$ cat src/rtl/dto_pkg.sv
`timescale 1ns/1ps
package dto_pkg;
    parameter int unsigned ACC_W  = 8;
    parameter int unsigned FREQ_W = 16;
    localparam int unsigned NUM_W = FREQ_W + ACC_W + 1;
    localparam logic [ACC_W-1:0] CALC_MOD = '1;

    typedef struct packed {
        logic             en;
        logic [ACC_W-1:0] phase;
        logic [ACC_W-1:0] modulo;
    } dto_cfg_t;

    typedef struct packed {
        dto_cfg_t cfg;
        logic     sat;
    } derive_res_t;

    function automatic derive_res_t derive_phase(
        input logic [FREQ_W-1:0] want,
        input logic [FREQ_W-1:0] base,
        input logic              zopt
    );
        derive_res_t      res;
        logic [NUM_W-1:0] num;
        logic [NUM_W-1:0] quo;
        res = '0;
        num = '0;
        quo = '0;
        if (want != '0 && base != '0) begin
            num = NUM_W'(CALC_MOD) * NUM_W'(want) + NUM_W'(base) - NUM_W'(1);
            quo = num / NUM_W'(base);
            res.cfg.en     = 1'b1;
            res.cfg.modulo = CALC_MOD;
            if (quo > NUM_W'(CALC_MOD)) begin
                res.cfg.phase = CALC_MOD;
                res.sat       = 1'b1;
            end else begin
                res.cfg.phase = quo[ACC_W-1:0];
            end
        end else if (zopt) begin
            res.cfg.en     = 1'b1;
            res.cfg.phase  = '0;
            res.cfg.modulo = ACC_W'(1);
        end
        return res;
    endfunction
endpackage

$ cat src/rtl/dto_phase_calc.sv
`timescale 1ns/1ps
module dto_phase_calc
    import dto_pkg::*;
(
    input  logic [FREQ_W-1:0] want,
    input  logic [FREQ_W-1:0] base,
    input  logic              zopt,
    output dto_cfg_t          cfg,
    output logic              sat
);
    derive_res_t res;

    always_comb begin
        res = derive_phase(want, base, zopt);
        cfg = res.cfg;
        sat = res.sat;
    end
endmodule

$ cat src/rtl/dto_core.sv
`timescale 1ns/1ps
module dto_core
    import dto_pkg::*;
(
    input  logic     clk,
    input  logic     rst,
    input  logic     wr,
    input  dto_cfg_t wr_cfg,
    output logic     pulse,
    output logic     live_en
);
    dto_cfg_t         pend_q;
    dto_cfg_t         live_q;
    logic             pend_v_q;
    logic [ACC_W-1:0] acc_q;
    logic             out_q;

    logic             running;
    logic [ACC_W-1:0] step;
    logic [ACC_W:0]   sum;
    logic             wrap;
    logic             load;

    always_comb begin
        running = live_q.en && (live_q.phase != '0) && (live_q.modulo != '0);
        step    = (live_q.phase > live_q.modulo) ? live_q.modulo : live_q.phase;
        sum     = {1'b0, acc_q} + {1'b0, step};
        wrap    = running && (sum >= {1'b0, live_q.modulo});
        load    = pend_v_q && (!running || wrap);
    end

    always_ff @(posedge clk) begin
        if (rst) begin
            pend_q   <= '0;
            live_q   <= '0;
            pend_v_q <= 1'b0;
            acc_q    <= '0;
            out_q    <= 1'b0;
        end else begin
            out_q <= running ? wrap : !live_q.en;
            if (load) begin
                live_q <= pend_q;
                acc_q  <= '0;
            end else if (running) begin
                acc_q <= wrap ? ACC_W'(sum - {1'b0, live_q.modulo}) : sum[ACC_W-1:0];
            end
            if (wr) begin
                pend_q   <= wr_cfg;
                pend_v_q <= 1'b1;
            end else if (load) begin
                pend_v_q <= 1'b0;
            end
        end
    end

    assign pulse   = out_q;
    assign live_en = live_q.en;

    a_r2_bypass_high: assert property (@(posedge clk) disable iff (rst)
        !live_q.en |=> out_q);
    a_r5_zero_phase_silent: assert property (@(posedge clk) disable iff (rst)
        (live_q.en && live_q.phase == '0) |=> !out_q);
    a_r6_zero_mod_silent: assert property (@(posedge clk) disable iff (rst)
        (live_q.en && live_q.modulo == '0) |=> !out_q);
    a_r4_full_rate: assert property (@(posedge clk) disable iff (rst)
        (live_q.en && live_q.modulo != '0 && live_q.phase >= live_q.modulo) |=> out_q);
    a_r3_acc_below_mod: assert property (@(posedge clk) disable iff (rst)
        running |-> (acc_q < live_q.modulo));
    a_r7_hold_until_wrap: assert property (@(posedge clk) disable iff (rst)
        (running && !wrap) |=> $stable(live_q));
endmodule

$ cat src/rtl/clken_dto.sv
`timescale 1ns/1ps
module clken_dto
    import dto_pkg::*;
(
    input  logic              clk,
    input  logic              rst,
    input  logic              cfg_wr,
    input  logic              cfg_en,
    input  logic [ACC_W-1:0]  cfg_phase,
    input  logic [ACC_W-1:0]  cfg_mod,
    input  logic              calc_wr,
    input  logic [FREQ_W-1:0] calc_req,
    input  logic [FREQ_W-1:0] calc_base,
    input  logic              zero_opt,
    output logic              clk_en,
    output logic              active,
    output logic              sat_err
);
    dto_cfg_t calc_cfg;
    logic     calc_sat;
    dto_cfg_t wr_cfg;
    logic     wr_any;
    logic     sat_q;

    dto_phase_calc u_calc (
        .want (calc_req),
        .base (calc_base),
        .zopt (zero_opt),
        .cfg  (calc_cfg),
        .sat  (calc_sat)
    );

    always_comb begin
        wr_any = cfg_wr || calc_wr;
        if (cfg_wr) begin
            wr_cfg.en     = cfg_en;
            wr_cfg.phase  = cfg_phase;
            wr_cfg.modulo = cfg_mod;
        end else begin
            wr_cfg = calc_cfg;
        end
    end

    always_ff @(posedge clk) begin
        if (rst)          sat_q <= 1'b0;
        else if (cfg_wr)  sat_q <= 1'b0;
        else if (calc_wr) sat_q <= calc_sat;
    end

    dto_core u_core (
        .clk     (clk),
        .rst     (rst),
        .wr      (wr_any),
        .wr_cfg  (wr_cfg),
        .pulse   (clk_en),
        .live_en (active)
    );

    assign sat_err = sat_q;

    a_r1_reset_quiet: assert property (@(posedge clk)
        rst |=> (!clk_en && !active && !sat_err));
    a_r9_sat_from_derive: assert property (@(posedge clk) disable iff (rst)
        $rose(sat_err) |-> $past(calc_wr && !cfg_wr));
    a_r11_direct_clears: assert property (@(posedge clk) disable iff (rst)
        cfg_wr |=> !sat_err);
endmodule

$ cat config.mk
export PLATFORM = sky130hd
export DESIGN_NAME = clken_dto
export DESIGN_NICKNAME = d
export VERILOG_FILES = /design/src/rtl/dto_pkg.sv /design/src/rtl/dto_phase_calc.sv /design/src/rtl/dto_core.sv /design/src/rtl/clken_dto.sv
export SDC_FILE = /design/constraint.sdc
export NUM_CORES = 1
export LEC_CHECK = 0
export BUFFER_PORTS_ARGS = -buffer_cell sky130_fd_sc_hd__clkbuf_2
export CAP_MARGIN = 20
export CORE_MARGIN = 1.5
export CORE_UTILIZATION = 45
export CTS_CLUSTER_DIAMETER = 40
export DETAILED_ROUTE_END_ITERATION = 12
export GPL_ROUTABILITY_DRIVEN = 1
export PLACE_DENSITY_LB_ADDON = 0.25
export SLEW_MARGIN = 15
export SYNTH_ARGS = -nofsm -noshare
export SYNTH_HDL_FRONTEND = slang
export SYNTH_HIERARCHICAL = 1
export SYNTH_SLANG_ARGS = --single-unit
$ cat constraint.sdc
create_clock -name clk -period 186 [get_ports clk]
set_input_delay 9.3 -clock clk [delete_from_list [all_inputs] [get_ports clk]]
set_output_delay 9.3 -clock clk [all_outputs]
set_load 0.02 [all_outputs]
== Word-level counts from Yosys, hierarchy flattened ==
Cells that the tools add are included.

* Flip-flop bits (word level): 45
* Input port bits: 54
* Output and inout bits: 3
* Logic and storage cells: 46

* Add/sub/neg operators: 4
* Multipliers: 1
* Divide/modulo/power cells: 1
* Order comparisons: 3
* Muxes and demuxes: 11
* Reductions and logical operators: 16

{| class="wikitable"
|+ Operator list
! operator !! count
|-
| $mux 17 || 3
|-
| $reduce_bool 16->1 || 2
|-
| $add 24x16->25 || 1
|-
| $div 25x16->25 || 1
|-
| $gt 25x8->1 const B || 1
|-
| $sub 25x1->25 const B || 1
|-
| $mul 8x16->24 const A || 1
|-
| $mux 8 || 3
|-
| $reduce_bool 8->1 || 2
|-
| $add 8x8->9 || 1
|-
| $ge 9x8->1 || 1
|-
| $gt 8x8->1 || 1
|-
| $sub 8x8->8 || 1
|-
| $logic_and 1x1->1 || 5
|-
| $mux 1 || 5
|-
| $reduce_or 2->1 || 2
|-
| $logic_not 1->1 || 2
|-
| $logic_or 1x1->1 || 2
|-
| $reduce_bool 2->1 || 1
|}

== Logic depth before layout (Yosys ltp) ==
* Depth after elaboration: 9
* Gate-level depth with buffers: 316
* Gate-level depth less buffers: 295

== Modules after synthesis ==
The synthesis kept the hierarchy.

{| class="wikitable"
|+ By module, submodules not included
! module !! times used !! cells an instance !! area an instance (um^2) !! sequential area each (um^2)
|-
| dto_phase_calc || 1 || 2689 || 19693.9 || 0.0
|-
| dto_core || 1 || 292 || 2785.2 || 880.8
|-
| clken_dto || 1 || 23 || 294.0 || 20.0
|}

== Least setup slack after synthesis ==
Ideal clock, no wire load.

* Path type: input to register
* From: input calc_req[6]
* To: register u_core/pend_q[8] (netlist name)
* Library setup time: 0.128 ns
* Arrival: 68.779 ns
* Required time: 185.872 ns
* Slack: 117.093 ns
* Stages: 297
* Path buffers: 26
* Cell sequence: inv_1 fa_1 inv_1 fa_1 fa_1 fa_1 fa_1 ha_1 clkbuf_1 nand4_1 a2111oi_2 o2111ai_1 nand2_1 xor2_1 ha_1 a21oi_1 ha_1 o21ai_1 [... 261 more ...] nand2b_1 a21oi_1 nor2b_1 o21ai_0 nand2b_1 a21oi_1 o21ai_0 a21oi_1 nor2b_1 o21ai_0 nand3_1 or4_1 a211oi_1 a31o_2 a31oi_1 mux2_4 mux2i_1 nor2_1

{| class="wikitable"
|+ RTL lines
! item !! line !! RTL
|-
| start: declaration || clken_dto.sv:12 || <nowiki>input logic [FREQ_W-1:0] calc_req,</nowiki>
|-
| end signal: assignment || dto_core.sv:48 || <nowiki>pend_q <= wr_cfg;</nowiki>
|-
| end: declaration || dto_core.sv:12 || <nowiki>dto_cfg_t pend_q;</nowiki>
|}

==> impl_results.md <==
- Outcome: finished clean
- Routed length on met1: 32.1 mm
- Post-DP HPWL: 58.2 mm
- DR WL met2: 33.5 mm
- Commonest non-fill, non-tap cell in the layout: ha_1
- Fin. max-slew vios: 0
- Arrival time worst endpoint: 79.02 ns
- Top FF cell, synth: dfxtp_1
- Largest net degree at the start of global routing: 34
- Final ANT Viol Nets: 0
- HP Class: reg2reg
- Crit end category: flip-flop
- Slowest-stage cell, CP: o311ai_0
- Clk root buf: clkbuf_16
- # Post-CTS Setup Buffers: 0
- Cells after Synth: 3004
- Max incr delay on CP: 1.05 ns
- Unrepaired setup endpoints after global routing: no
- Cts bufs inserted: 5
- CTS tree: yes
- Post-synthesis cell area: 22800 um2
- Clock Path Buffers: 2
- Distinct cells, synth: 116
- Vias per inst: 6.16
- Avg Synthesized Cell Area: 7.58 um2
- Hold Vio Cnt, Final: 0
- Critical path startpoint category: input port
- Final WS setup: 107.12 ns
- Setup Skew: 0.00530 ns
- GRT Total Usage: 26.7%
- CP Data Required Time: 186.14 ns
- IO Pins: 57
- Top Layer Used: met4
- Worst-path fanout max: 29
- Sequential area share after synthesis: 3.96%
- CTS resizes: 0
- Cell mode on critical path: a21oi_1
- Fin crit share: 42.4%
- Fraction of final layout cells sized beyond drive strength 1: 8.95%
- Post-DP Area: 23700 um2
- Dpl ws: 108.27 ns
- Die area: 52000 um2
- # clock sinks: 45
- Final Instance Area: 23900 um2
- Highest-count cells in the layout ignoring fill and taps: ha_1 (380), nor2_1 (272), nand2_1 (254), inv_1 (230), a21oi_1 (221)
- Synth async-reset ratio: 0%
- I/O Buffers: 56
- DR DRC count: 0
- Critical path type: in2reg
- Cell Rows: 82
- Gpl congestion: 0.937
- Setup TNS: 0 ns
- Total number of vias: 22700
- Drt wl/cell: 19.4 um
- Die W: 228 um
- Post-Syn Nets: 3527
- WL met3: 3.05 mm
- CORE AREA: 50100 um2
- Worst skew pair latency: 0.29 ns
- Final net count: 3538
- Finish-stage setup viols: 0
- Max cap viols: 0
- Vias in the first global route: 22100
- Area grow syn2layout: 4.87%
- Slew @ Worst Pin: 1.26 ns
- CTS Hold Bufs: 0
- Chip Height: 228 um
- Yosys warns: 6
- FMAX: 12.7 MHz
- Tmin final: 78.88 ns
- Yosys reg bits: 45
- Gr ovfl total: 0
- H-tree depth: 2
- Worst-path clk slew: 0.07 ns
- Fillers: 5044
- Initial antenna violation count: 0
- Diodes inserted: 0
- DR pass1 iterations: 5
- DRT iter0 DRCs: 1615
- Starting density of the core: 45.5%
- First-pass GRT wire length: 115 mm
- Relative slew slack: 15.1%
- Number of synthesized flops with an enable pin: 0
- DRT Wirelength: 71.5 mm
==> through the flow <==
| stage | cells | hold WS, ns | utilization, % |
|---|---|---|---|
| 2_1_floorplan | 3004 | 0.437 | - |
| 3_3_place_gp | 3679 | 0.443 | 47.4 |
| 3_5_place_dp | 3679 | 0.457 | 47.4 |
| 4_1_cts | 3687 | 0.463 | 47.7 |
| 5_1_grt | 3688 | 0.478 | 47.7 |
| 6_report | 3688 | 0.466 | 47.7 |
==> Yosys cell counts (71+ instances only) <==
master | n | area share (%)
ha_1 | 380 | 21
nor2_1 | 272 | 4.5
nand2_1 | 254 | 4.2
inv_1 | 231 | 3.8
a21oi_1 | 221 | 4.9
o21ai_0 | 118 | 2.6
nor3_1 | 105 | 2.3
o21a_1 | 100 | 3.3
xnor2_1 | 99 | 3.8
fa_1 | 89 | 7.8
mux2_2 | 75 | 3.7
a21o_1 | 71 | 2.3
xor2_1 | 71 | 2.7
==> routing by layer <==
layer  GRT usage [%]  vias up
li1                -    11100
met3            1.73      161
met1            35.1    10800
met5               0        -
met4            9.73        0
met2            45.9      659
==> critical path, delay by kind of cell <==
kind	cells	cell delay, ns
xor+xnor	1	0.25
mux	11	4.12
fa+ha+maj	31	11.08
compound gates	151	38.53
simple gates	74	14.87
buf+inv	5	0.78
==> registers in the layout, summed over array words and instances (netlist names) <==
register	flops
u_core/live_en	1
u_core/live_q	16
u_core/pulse	1
sat_err	1
u_core/pend_q	17
u_core/pend_v_q	1
u_core/acc_q	8
==> worst paths after layout <==
kind                                     endpoint  depth (start not counted)               from  slack (ns)
worst min-delay path            u_core/live_q[14]                          2  u_core/pend_q[14]        0.47
worst min register to register  u_core/live_q[14]                          2  u_core/pend_q[14]        0.47
worst max register to register  u_core/live_q[11]                         23   u_core/live_q[1]      180.60
worst max-delay path             u_core/pend_q[8]                        273        calc_req[3]      107.12
==> kinds of logic after synthesis <==
group           after synthesis  share of synthesized area, %
mux                         142                          6.93
xor+xnor                    171                          6.61
fa+ha+maj                   469                          28.7
buf+inv                     310                          5.57
simple gates                973                          20.7
compound gates              894                          27.5
flops                        45                          3.96
==> final cells by class <==
cell class	count	area [um2]	area share, %
multi-input combinational	2649	20600	86.4
tap	672	841	3.52
inverter	234	878	3.68
clock buffer	6	139	0.582
sequential	45	901	3.77
clock inverter	2	17.5	0.0733
timing repair buffer	80	464	1.94
Power is not shown: default switching activity piles up to over one toggle a cycle in this logic, so the estimate is an artifact.
